--- config.mk ---
export PLATFORM = sky130hd
export DESIGN_NAME = fsync_gen
export DESIGN_NICKNAME = d
export VERILOG_FILES = /design/src/rtl/fsync_pkg.sv /design/src/rtl/fsync_down_cnt.sv /design/src/rtl/fsync_edge_det.sv /design/src/rtl/fsync_gen.sv
export SDC_FILE = /design/constraint.sdc
export NUM_CORES = 1
export LEC_CHECK = 0
export ABC_AREA = 1
export BUFFER_PORTS_ARGS = -buffer_cell sky130_fd_sc_hd__buf_2
export CAP_MARGIN = 10
export CORE_ASPECT_RATIO = 0.6
export CORE_MARGIN = 2
export CORE_UTILIZATION = 56
export DETAILED_ROUTE_END_ITERATION = 8
export PLACE_DENSITY = 0.78
export SLEW_MARGIN = 20
export SYNTH_ARGS = -nofsm -noshare
export SYNTH_HDL_FRONTEND = slang
export SYNTH_SLANG_ARGS = --single-unit
--- constraint.sdc ---
create_clock -name clk -period 2.2 [get_ports clk]
set_clock_uncertainty 0.2 [all_clocks]
set_input_delay 0.11 -clock clk [delete_from_list [all_inputs] [get_ports clk]]
set_output_delay 0.11 -clock clk [all_outputs]
set_load 0.01 [all_outputs]
--- src/rtl/fsync_pkg.sv ---
package fsync_pkg;
  localparam int unsigned PERIOD_BITS = 12;
  localparam int unsigned WIDTH_BITS  = 8;
endpackage

--- src/rtl/fsync_down_cnt.sv ---
module fsync_down_cnt #(
  parameter int unsigned CNT_W = 8
) (
  input  logic             clk,
  input  logic             rst,
  input  logic             en,
  input  logic             load,
  input  logic [CNT_W-1:0] load_val,
  output logic [CNT_W-1:0] count,
  output logic             is_zero
);
  always_ff @(posedge clk) begin
    if (rst) begin
      count <= '0;
    end else if (en) begin
      if (load)
        count <= load_val;
      else if (count != '0)
        count <= count - 1'b1;
    end
  end

  assign is_zero = (count == '0);
endmodule

--- src/rtl/fsync_edge_det.sv ---
module fsync_edge_det (
  input  logic clk,
  input  logic rst,
  input  logic en,
  input  logic din,
  output logic prev,
  output logic rise
);
  always_ff @(posedge clk) begin
    if (rst)
      prev <= 1'b0;
    else if (en)
      prev <= din;
  end

  assign rise = din & ~prev;
endmodule

--- src/rtl/fsync_gen.sv ---
module fsync_gen
  import fsync_pkg::*;
#(
  parameter int unsigned PER_W = PERIOD_BITS,
  parameter int unsigned WID_W = WIDTH_BITS
) (
  input  logic             clk,
  input  logic             rst,
  input  logic             bit_tick,
  input  logic [PER_W-1:0] period_cfg,
  input  logic [WID_W-1:0] width_cfg,
  input  logic             sync_mode,
  input  logic             ext_sync,
  output logic             fsync_out
);
  logic [PER_W-1:0] per_count;
  logic             per_zero;
  logic [WID_W-1:0] wid_count;
  logic             wid_zero;
  logic             sync_prev;
  logic             sync_rise;
  logic             per_load;
  logic [PER_W-1:0] per_load_val;
  logic             frame_start;
  logic             pulse_q;

  // The period counter is parked at zero in sync mode.
  assign per_load     = per_zero | sync_mode;
  assign per_load_val = sync_mode ? '0 : period_cfg;
  assign frame_start  = sync_mode ? sync_rise : per_zero;

  fsync_down_cnt #(.CNT_W(PER_W)) per_cnt_i (
    .clk      (clk),
    .rst      (rst),
    .en       (bit_tick),
    .load     (per_load),
    .load_val (per_load_val),
    .count    (per_count),
    .is_zero  (per_zero)
  );

  fsync_down_cnt #(.CNT_W(WID_W)) wid_cnt_i (
    .clk      (clk),
    .rst      (rst),
    .en       (bit_tick),
    .load     (frame_start),
    .load_val (width_cfg),
    .count    (wid_count),
    .is_zero  (wid_zero)
  );

  fsync_edge_det sync_det_i (
    .clk  (clk),
    .rst  (rst),
    .en   (bit_tick),
    .din  (ext_sync),
    .prev (sync_prev),
    .rise (sync_rise)
  );

  always_ff @(posedge clk) begin
    if (rst)
      pulse_q <= 1'b0;
    else if (bit_tick) begin
      if (frame_start)
        pulse_q <= 1'b1;
      else if (wid_zero)
        pulse_q <= 1'b0;
    end
  end

  assign fsync_out = pulse_q;
endmodule

; Yosys cells after proc, flatten, opt, wreduce, memory -nomap -nowiden
; Cells that the tools add are included.
[word_totals]
ff_bits = 22
latchBits = 0
ram_bits = 0
rom_bits = 0
elab_cells = 27
mem_count = 0
[classes]
add_sub_neg = 2
n_mul = 0
div = 0
magnitude_cmp = 0
eq_ne = 0
shifts = 0
muxes = 8
bitwise_logic = 3
reduce_logical = 10
[ops]
columns = operator, count
row1 = 2-to-1 mux 12 bit, 3
row2 = 2-to-1 mux 8 bit, 2
row3 = zero test 12 bit, 1
row4 = nonzero test 12 bit, 1
row5 = "subtractor 12 x 1 -> 12 bit, second input constant", 1
row6 = zero test 8 bit, 1
row7 = nonzero test 8 bit, 1
row8 = "subtractor 8 x 1 -> 8 bit, second input constant", 1
row9 = AND reduction 2 bit, 3
row10 = nonzero test 2 bit, 3
row11 = 2-to-1 mux 1 bit, 3
row12 = AND 1 bit, 1
row13 = NOT 1 bit, 1
row14 = OR 1 bit, 1

; Logic depth before layout (Yosys ltp)
[depth]
depth_word = 5
ltp_mapped = 11

; Cells and area by module
; Synthesis repeated with hierarchy kept, for this count alone.
[hier_totals]
hier_cells = 288
hier_area_um2 = 1702.9
[modules_own_cells]
columns = mod, n_inst, cells_per_inst, area_per_inst_um2
row1 = fsync_down_cnt at per_cnt_i, 1, 147, 915.9
row2 = fsync_down_cnt at wid_cnt_i, 1, 97, 569.3
row3 = fsync_gen, 1, 36, 168.9
row4 = fsync_edge_det, 1, 8, 48.8

; Worst setup path after synthesis
; Ideal clock, no wire load.
[synth_timing]
path_kind = reg-to-reg
startpoint = register per_cnt_i.count[0]
endpoint = register per_cnt_i.count[6]
setup_time_ns = 0.109
t_arrival_ns = 1.375
setup_slack_ns = 0.516
stages_incl_launch_ff = 12
n_path_buf = 0
synth_period_minus_slack_ns = 1.684
path_cell_list = dfxtp_1 -> inv_1 -> ha_1 -> inv_1 -> nor3_1 -> nand2_1 -> nand2_1 -> inv_1 -> nand2_1 -> nand3_1 -> nand2_1 -> inv_1
[synth_between]
elab_chain_len = 4
word_cells_on_any_way = 8
[synth_rtl]
columns = item, line_no
row1 = "start, declared", fsync_down_cnt.sv:9  ; output logic [CNT_W-1:0] count,
row2 = "start signal, assigned", fsync_down_cnt.sv:17  ; count <= load_val;
row3 = "start signal, assigned", fsync_down_cnt.sv:19  ; count <= count - 1'b1;
row4 = branches (longest 4 deep; another with subtractor 12 x 1 -> 12 bit), -
; Several ways; the timed one is not identified. The select of a mux whose other input is x is not followed.
; A chain may end at the register's enable or synchronous reset.

; Worst setup path after layout
[layout_timing]
startpoint = register per_cnt_i.count[0]
endpoint = register per_cnt_i.count[7]
; The elaborated chain is that of the path after synthesis.

==> run metrics <==
FFs w/ async S/R, synth=0; clock latency on the worst-skew pair=270 ps; fillers=247; final worst path period need=2000 ps; CTS tree=yes; syn avg cell area=6.08 um^2; syn_nets=297; initial core utilization=0.579; Initial DRT Pass Iterations=5; DIE AREA=3370 um^2; EDFF count, synth=0; outcome=finished with violations; core area=2820 um^2; DIE WIDTH=73.6 um; critical path type=reg2reg; Routed Wire Length=4090 um; Final ANT Viol Nets=0; sequential share of power=0.364; failing checks=negative hold slack; pins over their slew limit=0; max_cap viols=0; share of cells above drive strength 1=0.149; Max IR drop VDD=just under 0.5 mV; Post-DP HPWL=2920 um; Tcrit/Tclk final=0.907; Tightest Pin Transition=slightly above 500 ps; clock root cell=clkbuf_8; post-synth top area share=0.270; TNS Setup=0 ps; DP Area=1770 um^2; most common cell in the netlist=nand2_1; synthesized cell area=around 1600 um^2; # setup viols final=0; Worst setup EP type=register; Comb power frac=0.412; Iter 0 DRT Violations=165; fin area=1980 um^2; IO Pins=26; Num CTS Buffers=3; Yosys reg bits=22; sequential area share after synthesis=0.270; Layout Area Growth over Synthesis=21.8%; row count=15; Yosys cell types=25; area leader, netlist=dfxtp_1; clock share of power=0.224; Post-Synthesis Cells=around 270; setup repair bufs after CTS=0; Worst Hold Class=in2reg; multi-input logic area=1020 um^2; Leak=~1.0 nW; first-pass GRT wire length=approximately 6400 um; Hold Fails Final Rpt=1; GP Congestion=about 0.96; level count of the clock H-tree=1; switching share of power=0.390; cts repair resizes=0; worst path arrival time=1970 ps; top post-synthesis cells by count=76 x nand2_1, 41 x nor2_1, 34 x inv_1; vias=1769; # diodes=0; die height=45.8 um; clk buf depth=2; Final nets=339; Synth warnings=0; gr usage total=0.255; slew margin rel.=0.656; largest net degree at the start of global routing=18; DRC viols=0; fmax=501 MHz; Hold Slack=-0.331 ps; Startpoint Class=register; GR Overflow Total=0; initial antenna violation count=0; Hold-fix buffers, CTS=16; Clock Pin Slew Worst Setup and Hold Paths=90 ps; main flop type after synthesis=dfxtp_1; CTS Sinks=22; pwr dens=682 nW/um^2; count of port buffers added during placement=25; Internal Power=0.826 mW; Worst EP required=roughly 2200 ps; wire per inst=11.9 um; vias in the first global route=1389; vias per cell=around 5.2; RSZ-0062 raised after global routing=false; Synth area leaders=dfxtp_1 27%, nand2_1 18%, nor2_1 9.4%; register area=440 um^2; switching power=around 0.53 mW; Crit Path Max Fanout=6
## state kept, by name (all words and copies together) (netlist names)
name	flops
per_cnt_i.count	12
wid_cnt_i.count	8
fsync_out	1
sync_det_i.prev	1
## power by group through the flow
| stage | Combinational [mW] | Sequential [mW] | Clock (mW) |
|---|---|---|---|
| after global placement | 0.520 | 0.500 | 0 |
| after detailed placement | 0.526 | 0.499 | 0 |
| after floorplan | 0.430 | 0.488 | 0 |
| after global routing | 0.635 | 0.497 | 0.319 |
| after CTS | 0.550 | 0.491 | 0.307 |
| final | 0.557 | 0.493 | 0.304 |
## cell usage in the layout, fill, tap and decap left out, types with 3 or more instances in the layout
cell type,count
a21oi_1,15
buf_2,25
clkbuf_8,4
dfxtp_1,22
dlygate4sd3_1,16
ha_1,4
inv_1,34
nand2_1,76
nand2_2,5
nand3_1,23
nand4_1,3
nor2_1,41
nor2_2,4
o211ai_1,3
o21ai_0,13
xor2_1,7
## worst paths after layout
check | from | end | slack, ps | cells past startpoint
max | per_cnt_i.count[0]$_SDFFE_PP0P_ | per_cnt_i.count[7]$_SDFFE_PP0P_ | 200 | 11
min | period_cfg[5] | per_cnt_i.count[5]$_SDFFE_PP0P_ | -0.3 | 5
max reg2reg | per_cnt_i.count[0]$_SDFFE_PP0P_ | per_cnt_i.count[7]$_SDFFE_PP0P_ | 200 | 11
min reg2reg | sync_det_i.prev$_SDFFE_PP0P_ | sync_det_i.prev$_SDFFE_PP0P_ | 280 | 2
## area by class of cell
type,count,area share
timing repair buffer,42,0.148
inverter,35,0.0662
tap,34,0.0214
multi-input combinational,206,0.515
sequential,22,0.222
clock buffer,4,0.0277
## metrics by stage
step | cells | total power, mW | hold slack, ps | setup WS, ps | utilization
2_1_floorplan | 268 | 0.917 | -20.9 | 516 | -
3_3_place_gp | 323 | 1.02 | 183 | 374 | 0.628
3_5_place_dp | 323 | 1.03 | 186 | 251 | 0.628
4_1_cts | 343 | 1.35 | 2.19 | 220 | 0.705
5_1_grt | 343 | 1.45 | 27.1 | 19.5 | 0.705
6_report | 343 | 1.35 | -0.331 | 204 | 0.705
## kinds of logic after synthesis
logic type	share of synthesized area
flops	0.270
fa+ha+maj	0.0307
buf+inv	0.102
simple gates	0.449
xor+xnor	0.0484
compound gates	0.0998
## worst max-delay path, cell delays in order, from the launching register on
cell     delay [ps]
dfxtp_1         330
inv_1           140
ha_1            210
inv_1            60
nor3_1          250
nand2_1         140
nand2_1         160
inv_1           150
nand2_1         100
nand3_1          60
nand2_1          70
inv_1            30
## metal layers
layer  part of all wire  GRT usage  vias up
li1                   -          -      920
met1               0.52      0.397      777
met2               0.38      0.357       68
met3              0.086     0.0708        4
met4             0.0042     0.0218        0
met5                  0          0        -
Note: power is estimated with default switching activity, not from simulation.
